File: config.mk
export PLATFORM = sky130hd
export DESIGN_NAME = cpu_read_steer
export DESIGN_NICKNAME = d
export VERILOG_FILES = /design/src/rtl/rdsteer_pkg.sv /design/src/rtl/rdsteer_region_dec.sv /design/src/rtl/rdsteer_dma_guard.sv /design/src/rtl/rdsteer_rsp_stage.sv /design/src/rtl/cpu_read_steer.sv
export SDC_FILE = /design/constraint.sdc
export NUM_CORES = 1
export LEC_CHECK = 0
export ABC_CLOCK_PERIOD_IN_PS = 2100
export BUFFER_PORTS_ARGS = -buffer_cell sky130_fd_sc_hd__buf_2
export CORE_ASPECT_RATIO = 1.4
export CORE_MARGIN = 10
export CORE_UTILIZATION = 41
export CTS_CLUSTER_DIAMETER = 60
export DETAILED_ROUTE_END_ITERATION = 16
export PLACE_DENSITY = 0.8
export RECOVER_POWER = 100
export SYNTH_ARGS = -nofsm -noshare
export SYNTH_HDL_FRONTEND = slang
export SYNTH_HIERARCHICAL = 1
export SYNTH_SLANG_ARGS = --single-unit
File: constraint.sdc
create_clock -name clk -period 2.1 [get_ports clk]
set_clock_uncertainty 0.1 [all_clocks]
set_input_delay 0.21 -clock clk [delete_from_list [all_inputs] [get_ports clk]]
set_output_delay 0.21 -clock clk [all_outputs]
set_load 0.01 [all_outputs]
File: src/rtl/rdsteer_pkg.sv
package rdsteer_pkg;
  localparam int NSRC  = 12;
  localparam int OFF_W = 14;
  localparam int NPAGE = 8;

  typedef enum logic [3:0] {
    SRC_ROM0  = 4'd0,
    SRC_ROMX  = 4'd1,
    SRC_VRAM  = 4'd2,
    SRC_CLK   = 4'd3,
    SRC_MAP   = 4'd4,
    SRC_SRAM  = 4'd5,
    SRC_WRAM0 = 4'd6,
    SRC_WRAMX = 4'd7,
    SRC_OAM   = 4'd8,
    SRC_IO    = 4'd9,
    SRC_HRAM  = 4'd10,
    SRC_IE    = 4'd11,
    SRC_NONE  = 4'd15
  } src_e;

  typedef enum logic [1:0] {
    BUS_CPU = 2'd0,
    BUS_EXT = 2'd1,
    BUS_VID = 2'd2,
    BUS_WRK = 2'd3
  } bus_e;

  typedef struct packed {
    src_e             src;
    logic [OFF_W-1:0] off;
    logic             const_one;
    logic             hole;
  } route_t;

  function automatic bus_e bus_at(input logic [2:0] page, input logic color);
    case (page)
      3'd4:    bus_at = BUS_VID;
      3'd6:    bus_at = color ? BUS_WRK : BUS_EXT;
      3'd7:    bus_at = BUS_CPU;
      default: bus_at = BUS_EXT;
    endcase
  endfunction
endpackage

File: src/rtl/rdsteer_region_dec.sv
module rdsteer_region_dec
  import rdsteer_pkg::*;
(
  input  logic [15:0] addr,
  input  logic [1:0]  video_mode,
  input  logic        clk_reg_en,
  input  logic        mapper_rd_en,
  input  logic        sram_en,
  input  logic        sram_present,
  input  logic        mapper_fixed,
  output route_t      route
);
  logic [11:0] low;
  assign low = addr[11:0];

  always_comb begin
    route.src       = SRC_NONE;
    route.off       = '0;
    route.const_one = 1'b0;
    route.hole      = 1'b0;
    case (addr[15:12])
      4'h0, 4'h1, 4'h2, 4'h3: begin
        route.src = SRC_ROM0;
        route.off = addr[13:0];
      end
      4'h4, 4'h5, 4'h6, 4'h7: begin
        route.src = SRC_ROMX;
        route.off = addr[13:0];
      end
      4'h8, 4'h9: begin
        route.src = SRC_VRAM;
        route.off = OFF_W'(addr[12:0]);
      end
      4'hA, 4'hB: begin
        route.off = OFF_W'(addr[12:0]);
        if (clk_reg_en)                route.src = SRC_CLK;
        else if (mapper_rd_en)         route.src = SRC_MAP;
        else if (sram_en && sram_present) route.src = SRC_SRAM;
        else if (mapper_fixed)         route.const_one = 1'b1;
      end
      4'hC, 4'hE: begin
        route.src = SRC_WRAM0;
        route.off = OFF_W'(low);
      end
      4'hD: begin
        route.src = SRC_WRAMX;
        route.off = OFF_W'(low);
      end
      default: begin
        if (low < 12'hE00) begin
          route.src = SRC_WRAMX;
          route.off = OFF_W'(low);
        end else if (low < 12'hEA0) begin
          if (video_mode < 2'd2) begin
            route.src = SRC_OAM;
            route.off = OFF_W'(low[7:0]);
          end
        end else if (low < 12'hF00) begin
          route.hole = 1'b1;
        end else if (low < 12'hF80) begin
          route.src = SRC_IO;
          route.off = OFF_W'(low[6:0]);
        end else if (low != 12'hFFF) begin
          route.src = SRC_HRAM;
          route.off = OFF_W'(low[6:0]);
        end else begin
          route.src = SRC_IE;
        end
      end
    endcase
  end
endmodule

File: src/rtl/rdsteer_dma_guard.sv
module rdsteer_dma_guard
  import rdsteer_pkg::*;
(
  input  logic [15:0] addr,
  input  logic        dma_active,
  input  logic [2:0]  dma_src_hi,
  input  logic        color_model,
  output logic        blocked
);
  bus_e tbl [NPAGE];

  for (genvar g = 0; g < NPAGE; g++) begin : g_tbl
    assign tbl[g] = bus_at(3'(g), color_model);
  end

  bus_e dma_bus, acc_bus;
  logic bus_clash, oam_hit;

  assign dma_bus   = tbl[dma_src_hi];
  assign acc_bus   = tbl[addr[15:13]];
  assign bus_clash = (dma_bus != BUS_CPU) && (dma_bus == acc_bus);
  assign oam_hit   = (addr >= 16'hFE00) && (addr < 16'hFEA0);
  assign blocked   = dma_active && (bus_clash || oam_hit);
endmodule

File: src/rtl/rdsteer_rsp_stage.sv
module rdsteer_rsp_stage #(
  parameter int DATA_W = 8
) (
  input  logic              clk,
  input  logic              rst_n,
  input  logic              req_valid,
  output logic              req_ready,
  output logic              accept,
  input  logic [DATA_W-1:0] load_data,
  output logic              rsp_valid,
  input  logic              rsp_ready,
  output logic [DATA_W-1:0] rsp_data
);
  assign req_ready = !rsp_valid || rsp_ready;
  assign accept    = req_valid && req_ready;

  always_ff @(posedge clk or negedge rst_n) begin
    if (!rst_n) begin
      rsp_valid <= 1'b0;
      rsp_data  <= '0;
    end else if (accept) begin
      rsp_valid <= 1'b1;
      rsp_data  <= load_data;
    end else if (rsp_ready) begin
      rsp_valid <= 1'b0;
    end
  end
endmodule

File: src/rtl/cpu_read_steer.sv
module cpu_read_steer
  import rdsteer_pkg::*;
#(
  parameter int DATA_W = 8
) (
  input  logic                  clk,
  input  logic                  rst_n,
  input  logic                  req_valid,
  output logic                  req_ready,
  input  logic [15:0]           req_addr,
  output logic                  rsp_valid,
  input  logic                  rsp_ready,
  output logic [DATA_W-1:0]     rsp_data,
  output logic [NSRC-1:0]       src_sel,
  output logic [OFF_W-1:0]      src_off,
  input  logic [DATA_W-1:0]     src_rdata,
  output logic                  bad_region,
  input  logic                  dma_active,
  input  logic [2:0]            dma_src_hi,
  input  logic                  color_model,
  input  logic [1:0]            video_mode,
  input  logic                  clk_reg_en,
  input  logic                  mapper_rd_en,
  input  logic                  sram_en,
  input  logic                  sram_present,
  input  logic                  mapper_fixed
);
  localparam logic [DATA_W-1:0] OPEN_BUS = '1;
  localparam logic [DATA_W-1:0] ONE_VAL  = DATA_W'(1);

  route_t            route;
  logic              blocked;
  logic              accept;
  logic [DATA_W-1:0] load_data;

  rdsteer_region_dec u_dec (
    .addr         (req_addr),
    .video_mode   (video_mode),
    .clk_reg_en   (clk_reg_en),
    .mapper_rd_en (mapper_rd_en),
    .sram_en      (sram_en),
    .sram_present (sram_present),
    .mapper_fixed (mapper_fixed),
    .route        (route)
  );

  rdsteer_dma_guard u_guard (
    .addr        (req_addr),
    .dma_active  (dma_active),
    .dma_src_hi  (dma_src_hi),
    .color_model (color_model),
    .blocked     (blocked)
  );

  rdsteer_rsp_stage #(.DATA_W(DATA_W)) u_rsp (
    .clk       (clk),
    .rst_n     (rst_n),
    .req_valid (req_valid),
    .req_ready (req_ready),
    .accept    (accept),
    .load_data (load_data),
    .rsp_valid (rsp_valid),
    .rsp_ready (rsp_ready),
    .rsp_data  (rsp_data)
  );

  for (genvar i = 0; i < NSRC; i++) begin : g_sel
    assign src_sel[i] = accept && !blocked && (route.src == src_e'(i));
  end

  assign src_off    = route.off;
  assign bad_region = accept && route.hole;

  always_comb begin
    if (blocked)                 load_data = OPEN_BUS;
    else if (route.src != SRC_NONE) load_data = src_rdata;
    else if (route.const_one)    load_data = ONE_VAL;
    else                         load_data = OPEN_BUS;
  end
endmodule

# Word level (Yosys, flattened, before mapping)
# Index checks and enable logic that the tools add are counted.
# op_classes
n_lt_le_gt_ge,9
bitwise,2
n_mux,32
reduce_logical,33
n_eq_ne,28
# ops
operator,n
$pmux 18 s6,1
$mux 18,4
$lt 12x12->1 const B,4
$eq 4x4->1 const B,11
$eq 4x3->1 const B,8
$mux 8,3
$logic_and 1x1->1,19
$mux 17,1
$eq 4x2->1 const B,4
$ge 16x16->1 const B,1
$lt 16x16->1 const B,1
$reduce_or 15->1,1
$bmux 2 s3,2
$mux 1,12
$mux 4,3
$ne 12x12->1 const B,1
$mux 2,5
$eq 4x1->1 const B,2
$ge 4x4->1 const B,2
$logic_not 4->1,2
$not 3->4,2
$reduce_or 4->1,2
$mux 7,1
$reduce_or 2->1,3
other kinds (6),9
# totals
word_cells,106
register_bits,9
in_bits,40
output_inout_bits,37

# Longest topological paths before layout
# depth
word_depth,11
depth_mapped,7
mapped_depth_nobuf,6

# By module
# The synthesis kept the hierarchy.
# modules_own_cells
module,n_inst,area_per_inst_um2,seq_area_each_um2,cells_each
rdsteer_rsp_stage,1,389.1,225.2,21
rdsteer_region_dec,1,334.1,0.0,51
cpu_read_steer,1,254.0,0.0,38
rdsteer_dma_guard,1,123.9,0.0,16

# Worst setup path before layout
# Ideal clock, no wire load.
# synth_path
path_type,input to output
startpoint,in req_addr[15]
endpoint,out src_sel[8]
slack_ns,0.082
stages,6
n_path_buf,1
arrival_time_ns,1.708
required_ns,1.790
cell_sequence,buf_2 nand3_1 nor2_1 a211oi_1 or4b_4 nor2_1
# synth_lines
element,line,rtl
start: declaration,cpu_read_steer.sv:10,"input logic [15:0] req_addr,"
end: declaration,cpu_read_steer.sv:14,"output logic [NSRC-1:0] src_sel,"

==> out/results.tsv <==
stage	metric	value	unit
layout	# fillers	246	
sta	Final min period	2200	ps
layout	final layout net count	264	
route	vias post-DR	1346	
global_routing	antenna violations before repair	0	
route	first drt pass iteration count	4	
outcome	outcome	finished, violations left	
sta	Fin. Hold Viols	0	
sta	maximum clock frequency	454	MHz
flow_run	max cap viols	0	
setup_path	cell type of the slowest stage on the worst timing path	or4b_4	
power	pwr dens	379	nW/um2
outcome	failing checks	negative setup slack	
route	average wire per cell in the routed design	15.7	um
setup_path	worst flop-to-flop path endpoint	u_rsp/rsp_data[5]$_DFFE_PN0P_	
route	total detailed-routing wirelength	4070	um
route	DRC	0	
cts	H-tree Lvls	1	
setup_path	list of cells traversed by the critical path	buf_2, o21a_1, buf_4, o22ai_1, a21oi_1, or4b_4, nor3_2, buf_2	
global_routing	largest net degree at the start of global routing	13	
sta	Final Max Tran Viols	0	
synth	dominant register cell in the synthesized netlist	dfrtp_1	
synth	most frequently used cell type in the post-synthesis netlist	nor2_1	
setup_path	Setup CP Type	in2out	
placement	HPWL after DPL	3170	um
floorplanning	Die X	63.8	um
synth	list of most frequent post-synthesis cells	nor2_1, dfrtp_1, mux2_4	
layout	number of standard cells in the layout, taps in and fillers out	259	
route	starting DRC count in detailed routing	96	
sta	worst-case setup margin in the final layout	-101	ps
layout	Layout Area Growth over Synthesis	59.3	%
setup_path	maximum fanout encountered on the critical timing path	6	
setup_path	Reg2Reg Setup Slack	960	ps
hold_path	HP Class	in2reg	
hold_path	Hold Crit Endpoint	u_rsp/rsp_valid$_DFFE_PN0P_	
cts	later-pin clock latency in the skew report	260	ps
global_routing	overall routing resource usage	13.8	%
sta	setup TNS	-177	ps
synth	number of synthesis warnings	6	
floorplanning	Die Footprint	5190	um2
placement	placer congestion estimate	0.878	
synth	ys async rst share	100	%
cts	maximum buffer depth of the clock tree	2	
setup_path	kind of capture point of the worst setup path	output port	
setup_path	data required time of the critical path	1790	ps
cts	CTS tree	done	
hold_path	Worst Hold Launch	req_valid	
route	M1 WL	1600	um
sta	slew at the pin with the worst max-slew slack	484	ps
synth	post-synthesis net count	166	
setup_path	r2r startpoint	u_rsp/rsp_valid$_DFFE_PN0P_	
power	LEAKAGE	0.885	nW
layout	ant diodes	0	
synth	number of synthesized flops with an enable pin	0	
route	Routed Antenna Nets	0	
sta	Max-slew headroom	67.7	%
sta	Final setup viols	3	
synth	cells after synthesis	126	
setup_path	Worst Setup Start Kind	input port	
setup_path	max incr delay on CP	580	ps
synth	#FFs+latches synth	9	
floorplanning	Die Y	81.3	um
placement	count of buffers from port buffering	75	
cts	number of buffers created by CTS	3	
synth	cell types with the largest area share after synthesis	dfrtp_1, mux2_4, nor2_1, mux2i_1, a21boi_1	
layout	design area	1750	um2
floorplanning	number of top-level design ports	77	
route	total met2 wirelength after detailed routing	2080	um
cts	clk root buf	clkbuf_4	
floorplanning	count of standard-cell rows	22	
synth	count of different cell masters after synthesis	42	
synth	syn avg cell area	8.74	um2
hold_path	number of instances on the worst hold path	2	
cts	clock slew at the register clock pins of the worst setup and hold paths	60	ps
power	total power consumption of the routed design	0.000664	W
sta	unrepaired setup endpoints after global routing	true	
layout	ratio of cells with drive above 1 in the final layout	49.3	%
sta	share of the clock period used by the worst path	105	%
synth	top cell type's share of synthesized area	20.5	%
placement	cell count after placement	248	
global_routing	vias in the first global route	1355	
setup_path	cell seen most often among critical-path stages	buf_2	
global_routing	global-route wire length before repair	6060	um
setup_path	Arrival @ worst endpoint	1890	ps
cts	clock sinks	9	
layout	core occupancy in the finished layout	67.8	%
synth	library cell with the largest summed area after synthesis	dfrtp_1	
floorplanning	effective utilization at floorplan	42.6	%
floorplanning	Core Region	2590	um2
route	post-detailed-route via-to-cell ratio	5.20	
power	Worst IR Drop VDD	0.309	mV
route	Routed met3 length	338	um
synth	share of the yosys chip area belonging to registers	20.5	%
setup_path	worst reg2reg path depth	3	
global_routing	GRT Residual Overflow	0	
synth	netlist area before placement	1100	um2
route	top layer in use	met4	
placement	instance area at placement	1610	um2
[worst max-delay path, delay by kind of cell]
family | cells | cell delay, ps
and+or+nand+nor | 2 | 740
AOI/OAI and AO/OA | 3 | 500
buffers and inverters | 3 | 440
[per-stage QoR]
stage / setup slack (ps) / hold WS [ps]
floorplan: 82.1 / -186
global placement: -85.6 / -30.3
detailed placement: -152 / -26.8
CTS: -58.1 / 134
global route: -169 / 134
finish: -101 / 137
[cell families (layout without fill, tap and decap cells)]
family	count (synthesis)	count (layout)	share of synthesized area, %
buf+inv	6	103	2.16
flops	9	9	20.5
simple gates	69	69	40.7
compound gates	27	27	19.4
mux	15	15	17.3
[registers in the layout, summed over array words and instances, names as in the netlist]
signal / count
u_rsp/rsp_data: 8
u_rsp/rsp_valid: 1
[layout make-up]
class | count | area (um2) | area share (%)
multi-input cells | 111 | 898 | 51.2
repair buffers | 95 | 544 | 31.0
flip-flops and latches | 9 | 225 | 12.8
inverters | 4 | 15.0 | 0.856
well taps | 36 | 45.0 | 2.57
clock buffers | 4 | 26.3 | 1.50
[cells in the final DEF (no fill, tap or decap), types with 3 or more instances in the layout]
master	instances
nor3_2	3
buf_2	58
a21oi_1	4
nand4_1	5
a21boi_0	3
nand4bb_1	3
clkbuf_4	3
nand4b_1	3
mux2i_1	7
nor2b_1	5
a21boi_1	4
nand2b_1	7
inv_1	4
mux2_4	8
dfrtp_1	9
clkbuf_1	14
nor2_1	21
buf_6	4
buf_4	18
[worst max path at each step]
| stage | start | end | slack [ps] | cells after the start |
|---|---|---|---|---|
| global placement | dma_src_hi[1] | src_sel[0] | -90 | 7 |
| CTS | req_addr[14] | src_sel[0] | -60 | 8 |
| global route | req_addr[6] | src_sel[0] | -170 | 8 |
| detailed placement | req_addr[14] | src_sel[1] | -150 | 9 |
| finish | req_addr[6] | src_sel[0] | -100 | 8 |
| floorplan | req_addr[15] | src_sel[8] | 80 | 6 |
[routing by layer]
| metal | up-vias | GRT usage [%] |
|---|---|---|
| met5 | - | 0 |
| met2 | 63 | 26.0 |
| li1 | 666 | - |
| met1 | 609 | 14.2 |
| met4 | 0 | 2.85 |
| met3 | 8 | 5.23 |
[power by group]
group,internal (W),switching [W]
clock network,0.0000731,0.0000591
registers,0.000201,0.0000170
logic,0.000158,0.000156
[timing repair]
| action | in CTS | in global routing |
|---|---|---|
| setup buffers | 4 | 2 |
| endpoints found under the hold margin | 9 | 0 |
| resized for setup | 10 | 12 |
| hold buffers | 1 | 0 |
| setup endpoints to repair | 12 | 12 |
| pin swaps | 8 | 5 |
Note: power is estimated with default switching activity, not from simulation.
